`config.mk`:
```
export PLATFORM = sky130hd
export DESIGN_NAME = ecdc_ctrl
export DESIGN_NICKNAME = d
export VERILOG_FILES = /design/src/rtl/ecdc_pkg.sv /design/src/rtl/ecdc_burst_sizer.sv /design/src/rtl/ecdc_esc_table.sv /design/src/rtl/ecdc_ctrl.sv
export SDC_FILE = /design/constraint.sdc
export NUM_CORES = 1
export LEC_CHECK = 0
export BUFFER_PORTS_ARGS = -buffer_cell sky130_fd_sc_hd__buf_2
export CAP_MARGIN = 20
export CORE_AREA = 2 2 341 343
export CTS_CLUSTER_SIZE = 16
export DETAILED_ROUTE_END_ITERATION = 12
export DIE_AREA = 0 0 343 345
export SLEW_MARGIN = 10
export SYNTH_ARGS = -nofsm -noshare
export SYNTH_HDL_FRONTEND = slang
export SYNTH_SLANG_ARGS = --single-unit
```
`constraint.sdc`:
```
create_clock -name clk -period 21 [get_ports clk]
set_clock_uncertainty 0.2 [all_clocks]
set_input_delay 3.15 -clock clk [delete_from_list [all_inputs] [get_ports clk]]
set_output_delay 3.15 -clock clk [all_outputs]
set_load 0.02 [all_outputs]
```
`src/rtl/ecdc_pkg.sv`:
```
package ecdc_pkg;

  typedef enum logic [3:0] {
    ST_IDLE,
    ST_LOOK,
    ST_RD_REQ,
    ST_RD_DAT,
    ST_DEC_REQ,
    ST_DEC_WAIT,
    ST_FILL,
    ST_CMP_REQ,
    ST_CMP_WAIT,
    ST_WR_REQ,
    ST_WR_DAT
  } ctl_state_t;

endpackage

```
`src/rtl/ecdc_burst_sizer.sv`:
```
module ecdc_burst_sizer #(
  parameter int BUS_W     = 32,
  parameter int BLK_BEATS = 4,
  parameter int ESC_W     = 3,
  parameter int HDR_BITS  = 32,
  parameter int REC_BITS  = 16,
  parameter int LEN_W     = 3
) (
  input  logic [ESC_W-1:0] esc,
  output logic [LEN_W-1:0] beats
);

  localparam logic [ESC_W-1:0] ESC_UNC = '1;

  int bits_total;
  int beats_raw;

  always_comb begin
    bits_total = HDR_BITS + REC_BITS * int'(esc);
    beats_raw  = (bits_total + BUS_W - 1) / BUS_W;
    if (esc == ESC_UNC || beats_raw >= BLK_BEATS)
      beats = LEN_W'(BLK_BEATS);
    else
      beats = LEN_W'(beats_raw);
  end

endmodule

```
`src/rtl/ecdc_esc_table.sv`:
```
module ecdc_esc_table #(
  parameter int DEPTH = 16,
  parameter int IDX_W = 4,
  parameter int ESC_W = 3
) (
  input  logic             clk,
  input  logic             rst,
  input  logic [IDX_W-1:0] rd_addr,
  output logic [ESC_W-1:0] rd_data,
  input  logic             wr_en,
  input  logic [IDX_W-1:0] wr_addr,
  input  logic [ESC_W-1:0] wr_data,
  output logic             ready
);

  localparam logic [ESC_W-1:0] ESC_UNC = '1;

  logic [ESC_W-1:0] store [DEPTH];
  logic [IDX_W-1:0] sweep;
  logic             we;
  logic [IDX_W-1:0] wa;
  logic [ESC_W-1:0] wd;

  // clearing sweep owns the write port until it finishes
  always_comb begin
    we = !ready || wr_en;
    wa = ready ? wr_addr : sweep;
    wd = ready ? wr_data : ESC_UNC;
  end

  always_ff @(posedge clk) begin
    if (rst) begin
      sweep <= '0;
      ready <= 1'b0;
    end else if (!ready) begin
      sweep <= sweep + 1'b1;
      if (sweep == IDX_W'(DEPTH - 1)) ready <= 1'b1;
    end
  end

  always_ff @(posedge clk) begin
    if (we) store[wa] <= wd;
    rd_data <= store[rd_addr];
  end


  init_excl_chk: assert property (@(posedge clk) disable iff (rst)
    wr_en |-> ready);

endmodule

```
`src/rtl/ecdc_ctrl.sv`:
```
module ecdc_ctrl #(
  parameter int BUS_W     = 32,
  parameter int BLK_BEATS = 4,
  parameter int NBLK      = 16,
  parameter int ESC_W     = 3,
  parameter int HDR_BITS  = 32,
  parameter int REC_BITS  = 16,
  parameter int IDX_W     = $clog2(NBLK),
  parameter int BLK_W     = BUS_W * BLK_BEATS,
  parameter int LEN_W     = $clog2(BLK_BEATS + 1)
) (
  input  logic             clk,
  input  logic             rst,
  input  logic             miss_valid,
  output logic             miss_ready,
  input  logic [IDX_W-1:0] miss_blk,
  input  logic [IDX_W-1:0] vict_blk,
  input  logic [BLK_W-1:0] vict_data,
  output logic             fill_valid,
  output logic [IDX_W-1:0] fill_blk,
  output logic [BLK_W-1:0] fill_data,
  output logic             mem_req_valid,
  input  logic             mem_req_ready,
  output logic             mem_req_write,
  output logic [IDX_W-1:0] mem_req_blk,
  output logic [LEN_W-1:0] mem_req_len,
  input  logic             mem_rd_valid,
  input  logic [BUS_W-1:0] mem_rd_data,
  output logic             mem_wr_valid,
  input  logic             mem_wr_ready,
  output logic [BUS_W-1:0] mem_wr_data,
  output logic             dec_valid,
  input  logic             dec_ready,
  output logic [ESC_W-1:0] dec_esc,
  output logic [BLK_W-1:0] dec_data,
  input  logic             dec_done,
  input  logic [BLK_W-1:0] dec_out,
  output logic             cmp_valid,
  input  logic             cmp_ready,
  output logic [BLK_W-1:0] cmp_data,
  input  logic             cmp_done,
  input  logic [ESC_W-1:0] cmp_esc,
  input  logic [BLK_W-1:0] cmp_out
);

  import ecdc_pkg::*;

  localparam logic [ESC_W-1:0] ESC_UNC = '1;

  ctl_state_t       state;
  logic [IDX_W-1:0] req_q, vict_q;
  logic [BLK_W-1:0] vbuf, rbuf, rbuf_ins, wbuf, fill_data_q;
  logic [ESC_W-1:0] esc_q, wesc_q, tbl_rd;
  logic [LEN_W-1:0] cnt, rd_len, wr_len;
  logic             fill_valid_q, tbl_ready, tbl_we;

  ecdc_esc_table #(.DEPTH(NBLK), .IDX_W(IDX_W), .ESC_W(ESC_W)) u_table (
    .clk(clk), .rst(rst),
    .rd_addr(miss_blk), .rd_data(tbl_rd),
    .wr_en(tbl_we), .wr_addr(vict_q), .wr_data(wesc_q),
    .ready(tbl_ready)
  );

  ecdc_burst_sizer #(.BUS_W(BUS_W), .BLK_BEATS(BLK_BEATS), .ESC_W(ESC_W),
    .HDR_BITS(HDR_BITS), .REC_BITS(REC_BITS), .LEN_W(LEN_W)) u_rd_size (
    .esc(esc_q), .beats(rd_len)
  );

  ecdc_burst_sizer #(.BUS_W(BUS_W), .BLK_BEATS(BLK_BEATS), .ESC_W(ESC_W),
    .HDR_BITS(HDR_BITS), .REC_BITS(REC_BITS), .LEN_W(LEN_W)) u_wr_size (
    .esc(wesc_q), .beats(wr_len)
  );

  // interface decode from the state register
  always_comb begin
    miss_ready    = tbl_ready && (state == ST_IDLE);
    mem_req_valid = (state == ST_RD_REQ) || (state == ST_WR_REQ);
    mem_req_write = (state == ST_WR_REQ);
    mem_req_blk   = mem_req_write ? vict_q : req_q;
    mem_req_len   = mem_req_write ? wr_len : rd_len;
    mem_wr_valid  = (state == ST_WR_DAT);
    mem_wr_data   = wbuf[int'(cnt) * BUS_W +: BUS_W];
    dec_valid     = (state == ST_DEC_REQ);
    dec_esc       = esc_q;
    dec_data      = rbuf;
    cmp_valid     = (state == ST_CMP_REQ);
    cmp_data      = vbuf;
    fill_valid    = fill_valid_q;
    fill_blk      = req_q;
    fill_data     = fill_data_q;
    tbl_we        = (state == ST_WR_REQ) && mem_req_ready;
  end

  always_comb begin
    rbuf_ins = rbuf;
    rbuf_ins[int'(cnt) * BUS_W +: BUS_W] = mem_rd_data;
  end

  always_ff @(posedge clk) begin
    if (rst) begin
      state        <= ST_IDLE;
      fill_valid_q <= 1'b0;
      cnt          <= '0;
    end else begin
      case (state)
        ST_IDLE: if (miss_valid && miss_ready) begin
          req_q  <= miss_blk;
          vict_q <= vict_blk;
          vbuf   <= vict_data;
          state  <= ST_LOOK;
        end
        ST_LOOK: begin
          esc_q <= tbl_rd;
          state <= ST_RD_REQ;
        end
        ST_RD_REQ: if (mem_req_ready) begin
          rbuf  <= '0;
          cnt   <= '0;
          state <= ST_RD_DAT;
        end
        ST_RD_DAT: if (mem_rd_valid) begin
          rbuf <= rbuf_ins;
          cnt  <= cnt + 1'b1;
          if (cnt == rd_len - LEN_W'(1)) begin
            if (esc_q == ESC_UNC) begin
              fill_data_q  <= rbuf_ins;
              fill_valid_q <= 1'b1;
              state        <= ST_FILL;
            end else begin
              state <= ST_DEC_REQ;
            end
          end
        end
        ST_DEC_REQ: if (dec_ready) state <= ST_DEC_WAIT;
        ST_DEC_WAIT: if (dec_done) begin
          fill_data_q  <= dec_out;
          fill_valid_q <= 1'b1;
          state        <= ST_FILL;
        end
        ST_FILL: begin
          fill_valid_q <= 1'b0;
          state        <= ST_CMP_REQ;
        end
        ST_CMP_REQ: if (cmp_ready) state <= ST_CMP_WAIT;
        ST_CMP_WAIT: if (cmp_done) begin
          wesc_q <= cmp_esc;
          wbuf   <= (cmp_esc == ESC_UNC) ? vbuf : cmp_out;
          state  <= ST_WR_REQ;
        end
        ST_WR_REQ: if (mem_req_ready) begin
          cnt   <= '0;
          state <= ST_WR_DAT;
        end
        ST_WR_DAT: if (mem_wr_ready) begin
          cnt <= cnt + 1'b1;
          if (cnt == wr_len - LEN_W'(1)) state <= ST_IDLE;
        end
        default: state <= ST_IDLE;
      endcase
    end
  end


  len_range_chk: assert property (@(posedge clk) disable iff (rst)
    mem_req_valid |-> (mem_req_len != '0) && (int'(mem_req_len) <= BLK_BEATS));


  req_hold_chk: assert property (@(posedge clk) disable iff (rst)
    mem_req_valid && !mem_req_ready |=> mem_req_valid && $stable(mem_req_blk)
      && $stable(mem_req_len) && $stable(mem_req_write));


  dec_bypass_chk: assert property (@(posedge clk) disable iff (rst)
    dec_valid |-> dec_esc != ESC_UNC);


  holdoff_chk: assert property (@(posedge clk) disable iff (rst)
    mem_wr_valid |-> !miss_ready);


  fill_pulse_chk: assert property (@(posedge clk) disable iff (rst)
    fill_valid |=> !fill_valid);


  fill_before_cmp_chk: assert property (@(posedge clk) disable iff (rst)
    fill_valid |=> cmp_valid);

endmodule

```
==> Yosys cells after proc, flatten, opt, wreduce, memory -nomap -nowiden <==
Memory sizes are Yosys's and may differ from the RTL's. A register that Yosys moved wholly into a read port is not among the register bits.
Index checks and enable logic that the tools add are counted.
{ "classes": {"add_sub_neg": 13, "n_lt_le_gt_ge": 2, "eq_ne": 29, "shift": 3, "n_mux": 42, "bitwise": 3, "reduce_logical": 24} }
{ "ops": {"columns": ["operator", "count"], "rows": [
  ["128-bit two-way mux", 7],
  ["128-bit case mux with 2 select lines", 2],
  ["128-bit bitwise mux", 1],
  ["32-bit by 33-bit variable shift with 128-bit output (first input constant)", 1],
  ["128-bit by 9-bit indexed part select with 32-bit output", 1],
  ["32-bit by 33-bit indexed part select with 128-bit output", 1],
  ["32-bit by 1-bit adder with 32-bit output", 2],
  ["32-bit by 7-bit adder with 32-bit output (second input constant)", 2],
  ["32-bit by 4-bit greater-or-equal comparator with 1-bit output (second input constant)", 2],
  ["32-bit by 2-bit subtractor with 32-bit output (second input constant)", 2],
  ["4-bit two-way mux", 13],
  ["4-bit case mux with 11 select lines", 1],
  ["8-bit negation with 33-bit output", 1],
  ["3-bit two-way mux", 7],
  ["6-bit by 7-bit adder with 8-bit output (first input constant)", 2],
  ["4-bit by 3-bit equality test with 1-bit output (second input constant)", 4],
  ["4-bit equality test (second input constant)", 4],
  ["2-bit inequality test (second input constant)", 7],
  ["2-bit by 1-bit inequality test with 1-bit output (second input constant)", 6],
  ["11-bit AND reduction", 1],
  ["5-bit OR reduction", 2],
  ["3-bit equality test (second input constant)", 3],
  ["3-bit case mux with 3 select lines", 1],
  ["4-bit by 2-bit equality test with 1-bit output (second input constant)", 2],
  ["other kinds (22)", 41]
]} }
{ "word_totals": {"regBits": 539, "ram_bits": 48, "input_bits": 437, "out_inout_bits": 437, "wordCells": 130, "memories": 1} }
{ "mem_list": {"columns": ["name", "depth", "width", "rd", "rd_clocked_by_memory_dff", "write_ports", "line_no", "source"], "rows": [
  ["u_table.store", 16, 3, 1, 1, 1, "ecdc_esc_table.sv:18", "logic [ESC_W-1:0] store [DEPTH];"]
]} }

==> Longest topological paths before layout <==
{ "depth": {"ltp_word": 14, "ltp_mapped": 14, "mapped_depth_nobuf": 14} }

==> Hierarchy <==
A second synthesis with hierarchy kept.
{ "unflattened": {"hier_cells": 1611, "area_unflattened_um2": 24922.7} }
{ "modules_own_cells": {"columns": ["mod", "n_inst", "cells_each", "area_per_inst_um2"], "rows": [
  ["ecdc_ctrl", 1, 1451, 22480.3],
  ["ecdc_esc_table", 1, 142, 2309.7],
  ["ecdc_burst_sizer", 2, 9, 66.3]
]} }

==> Least setup slack after synthesis <==
OpenSTA, ideal clock, no wires.
{ "synth_timing": {"path_type": "input port to flip-flop", "start": "in rst", "end": "reg wbuf[0], enable pin", "arrival_time_ps": 16719, "path_slack_ps": 3094, "cell_stages": 2, "path_cell_list": "clkbuf_1 > nor4b_1"} }
{ "synth_between": {"elab_chain_cells": 2} }
{ "synth_rtl": {"columns": ["item", "line_no", "source"], "rows": [
  ["start, declared", "ecdc_ctrl.sv:13", "input logic rst,"],
  ["1-bit NOT (no source line)", null, null],
  ["3-bit AND reduction (no source line)", null, null],
  ["end signal, assigned", "ecdc_ctrl.sv:147", "wbuf <= (cmp_esc == ESC_UNC) ? vbuf : cmp_out;"],
  ["end, declared", "ecdc_ctrl.sv:52", "logic [BLK_W-1:0] vbuf, rbuf, rbuf_ins, wbuf, fill_data_q;"]
]} }
No other way between the ends.
A chain may end at the register's enable or synchronous reset.

==> Final worst setup path <==
{ "layout_timing": {"start": "reg cnt[0]", "end": "out mem_wr_data[15]"} }
{ "layout_between": {"elab_chain_cells": 1} }
{ "layout_rtl": {"columns": ["item", "line_no", "source"], "rows": [
  ["start, declared", "ecdc_ctrl.sv:54", "logic [LEN_W-1:0] cnt, rd_len, wr_len;"],
  ["start signal, assigned", "ecdc_ctrl.sv:123", "cnt <= cnt + 1'b1;"],
  ["start signal, assigned", "ecdc_ctrl.sv:155", "cnt <= cnt + 1'b1;"],
  ["128-bit by 9-bit indexed part select with 32-bit output", "ecdc_ctrl.sv:82", "mem_wr_data = wbuf[int'(cnt) * BUS_W +: BUS_W];"],
  ["end, declared", "ecdc_ctrl.sv:31", "output logic [BUS_W-1:0] mem_wr_data,"]
]} }
No other way between the ends.

==> qor.csv <==
stage;metric;value;unit
detailed_routing;Routed Antenna Nets;0;
worst_setup_path;crit path from;cnt[0]$_SDFFE_PP0P_;
worst_setup_path;r2r setup slk;16.19;ns
placement;Placer Congestion;0.885;
power_and_ir_drop;Peak VDD IR;0.0535;mV
power_and_ir_drop;power per cell area;81.6;mW/mm2
detailed_routing;DRT Pass-1 Iters;5;
worst_setup_path;Req. time, crit path;17.65;ns
clock_tree;hold buffers post-CTS;0;
worst_hold_path;Hold Path Class;reg -> reg;
sta;final hold viol count;0;
clock_tree;Worst-path clk slew;0.05;ns
grt;met2 Usage GRT;0.269;
layout;area grow syn2layout;33.4;%
clock_tree;H-tree levels;3;
worst_setup_path;critical path cell sequence;buf_4 > mux4_2 > and2_1 > buf_2;
sta;Period Utilization, post-route;0.295;
floorplan;die width;343;um
logic_synthesis;synthesized area;0.0250;mm2
layout;layout net count;2935;
logic_synthesis;#FFs+latches synth;590;
logic_synthesis;Post-Syn Nets;2065;
logic_synthesis;ys flop type;edfxtp_1;
detailed_routing;First DRT Iteration DRCs;1348;
grt;GRT Max-Usage Layer;met2;
placement;placed cell area;0.0310;mm2
job;MaxCap Viol Count;0;
floorplan;# IOs;874;
layout;leading cell types in the layout, fill and taps excluded;buf_2, edfxtp_1, nor2_1;
worst_setup_path;CP arrival;2.85;ns
sta;crit path time final;6.20;ns
sta;RSZ-0062 raised after global routing;no;
detailed_routing;Post-Route WL;97.8;mm
clock_tree;root buffer cell;clkbuf_16;
sta;fin. max-slew vios;0;
sta;setup TNS;0;ns
detailed_routing;DR WL/cell;24.0;um
logic_synthesis;fraction of registers with async set/reset;0;
grt;first-pass GRT wire length;132;mm
grt;largest net degree at the start of global routing;130;
logic_synthesis;Post-Syn Instances;1614;
detailed_routing;via count;17600;
floorplan;Die Area;0.118;mm2
floorplan;DIE HEIGHT;345;um
grt;global-route usage over all layers;0.158;
grt;initial antenna violation count;51;
clock_tree;CTS tree;yes;
worst_setup_path;worst reg2reg path startpoint;dec_esc[2]$_DFFE_PP_;
clock_tree;Longest Clk Path Bufs;3;
worst_setup_path;Crit Path Max Fanout;28;
layout;most common cell after layout, fill and taps aside;buf_2;
layout;layout cells sized above 1;0.471;
worst_setup_path;Crit Path Class;reg -> out;
clock_tree;Clock Latency Late Sink;0.62;ns
floorplan;Core Area;0.115;mm2
floorplan;initial core utilization;0.217;
worst_setup_path;Largest stage delay, worst path;0.68;ns
detailed_routing;vias per cell;4.33;
worst_setup_path;slowest stage cell on the critical path;mux4_2;
grt;number of global-route vias before repair;17600;
sta;Final setup viols;0;
layout;filler cell count;11900;
clock_tree;postcts setup bufs;0;
placement;DP HPWL;74.6;mm
worst_setup_path;CP endpoint kind;primary output;
clock_tree;PostCTS Resize Cnt;0;
detailed_routing;DRC Markers;0;
grt;GRT overflow;0;
logic_synthesis;Syn. warnings;0;
placement;PortBufs;873;
worst_setup_path;Startpoint Class;register;
logic_synthesis;syn_area_per_cell;15.5;um2
logic_synthesis;Post-synth EDFFs;574;
sta;Slew HR;0.300;
clock_tree;CTS Buf Count;71;
worst_setup_path;FF-to-FF End;fill_data[47]$_DFFE_PP_;
worst_setup_path;Setup crit end;mem_wr_data[15];
logic_synthesis;Netlist cell types;58;
worst_setup_path;Reg2Reg Depth;12;
power_and_ir_drop;leakage;12.5;nW
logic_synthesis;Seq/Total Area, Yosys;0.703;
clock_tree;clk sinks;590;
sta;FMAX;161;MHz
grt;grt met3 use;0.0470;
run_status;status;complete, no violations;
worst_hold_path;hold wc startpoint;u_table.rd_data[1]$_DFF_P_;
layout;Final Cell Area;0.0333;mm2
grt;routing usage on met1;0.188;
floorplan;Row Count;125;
sta;Worst Max-Slew Pin Slew;1.05;ns
where the power goes:
group	switching (W)	internal, W
clock network	0.000516	0.000715
registers	0.0000111	0.00130
logic	0.0000973	0.0000831
state kept, by name (all words and copies together), names as in the netlist, 48 cells and up:
name           count
wbuf             128
cmp_data         128
u_table.store     48
fill_data        128
dec_data         128
routing by layer:
| layer | vias to the layer above | wire length, um |
|---|---|---|
| met3 | 205 | 8350 |
| met5 | - | 78 |
| li1 | 7847 | - |
| met1 | 8643 | 37800 |
| met2 | 912 | 47600 |
| met4 | 14 | 3890 |
worst min path at each step:
| stage | slack [ns] | cells past startpoint | endpoint |
|---|---|---|---|
| after global placement | 0.19 | 0 | dec_esc[2]$_DFFE_PP_ |
| after detailed placement | 0.19 | 0 | dec_esc[1]$_DFFE_PP_ |
| after global routing | 0.22 | 0 | dec_esc[1]$_DFFE_PP_ |
| after CTS | 0.21 | 0 | dec_esc[1]$_DFFE_PP_ |
| after floorplan | 0.19 | 0 | dec_esc[0]$_DFFE_PP_ |
| final | 0.21 | 0 | dec_esc[1]$_DFFE_PP_ |
synth_stat cells, types with 3 or more instances:
library cell | instances | share of area
a21oi_1 | 140 | 0.028
a31oi_1 | 6 | 0.0015
and2_1 | 33 | 0.0083
buf_1 | 12 | 0.0018
buf_2 | 30 | 0.0060
buf_4 | 3 | 0.00090
buf_6 | 7 | 0.0032
clkbuf_1 | 44 | 0.0066
dfxtp_1 | 16 | 0.013
edfxtp_1 | 574 | 0.69
ha_1 | 14 | 0.0070
inv_1 | 14 | 0.0021
mux2_2 | 132 | 0.060
mux2i_1 | 134 | 0.054
mux4_2 | 47 | 0.042
nand2_1 | 17 | 0.0026
nand2b_1 | 10 | 0.0025
nand3_1 | 9 | 0.0018
nand3b_1 | 6 | 0.0018
nor2_1 | 294 | 0.044
nor2b_1 | 3 | 0.00075
nor4_1 | 4 | 0.0010
o21ai_0 | 9 | 0.0018
or2_2 | 3 | 0.00075
xnor2_1 | 7 | 0.0025
cell families after synthesis:
family,Yosys count,share of synthesized area
AND/OR/NAND/NOR,401,0.0711
multiplexers,313,0.156
XOR/XNOR,10,0.00381
flip-flops,590,0.703
buffers and inverters,111,0.0207
adder cells (fa/ha/maj),14,0.00702
AO/OA/AOI/OAI,175,0.0385
worst max-delay path: cells and delay by family, from the launching register on:
kind | cells | cell delay (ns)
buffers and inverters | 2 | 0.74
muxes | 1 | 0.68
DFF | 1 | 0.48
and+or+nand+nor | 1 | 0.21
final cells by class:
type	count	area [um2]	area share
sequential	590	17600	0.527
multi-input combinational	913	6950	0.209
tap	1524	1910	0.0573
antenna	9	22.5	0.000676
timing repair buffer	893	4530	0.136
clock buffer	87	1840	0.0552
inverter	15	56.3	0.00169
clock inverter	40	440	0.0132
metrics by stage:
| step | util | hold WS [ns] | power, W | cells | setup WS (ns) |
|---|---|---|---|---|---|
| 2_1_floorplan | - | 0.186 | 0.00143 | 1614 | 3.09 |
| 3_3_place_gp | 0.269 | 0.191 | 0.00151 | 3935 | 14.77 |
| 3_5_place_dp | 0.269 | 0.195 | 0.00151 | 3935 | 14.72 |
| 4_1_cts | 0.289 | 0.209 | 0.00276 | 4062 | 14.70 |
| 5_1_grt | 0.289 | 0.221 | 0.00281 | 4066 | 14.63 |
| 6_report | 0.289 | 0.212 | 0.00272 | 4071 | 14.80 |
Note: power is estimated with default switching activity, not from simulation.
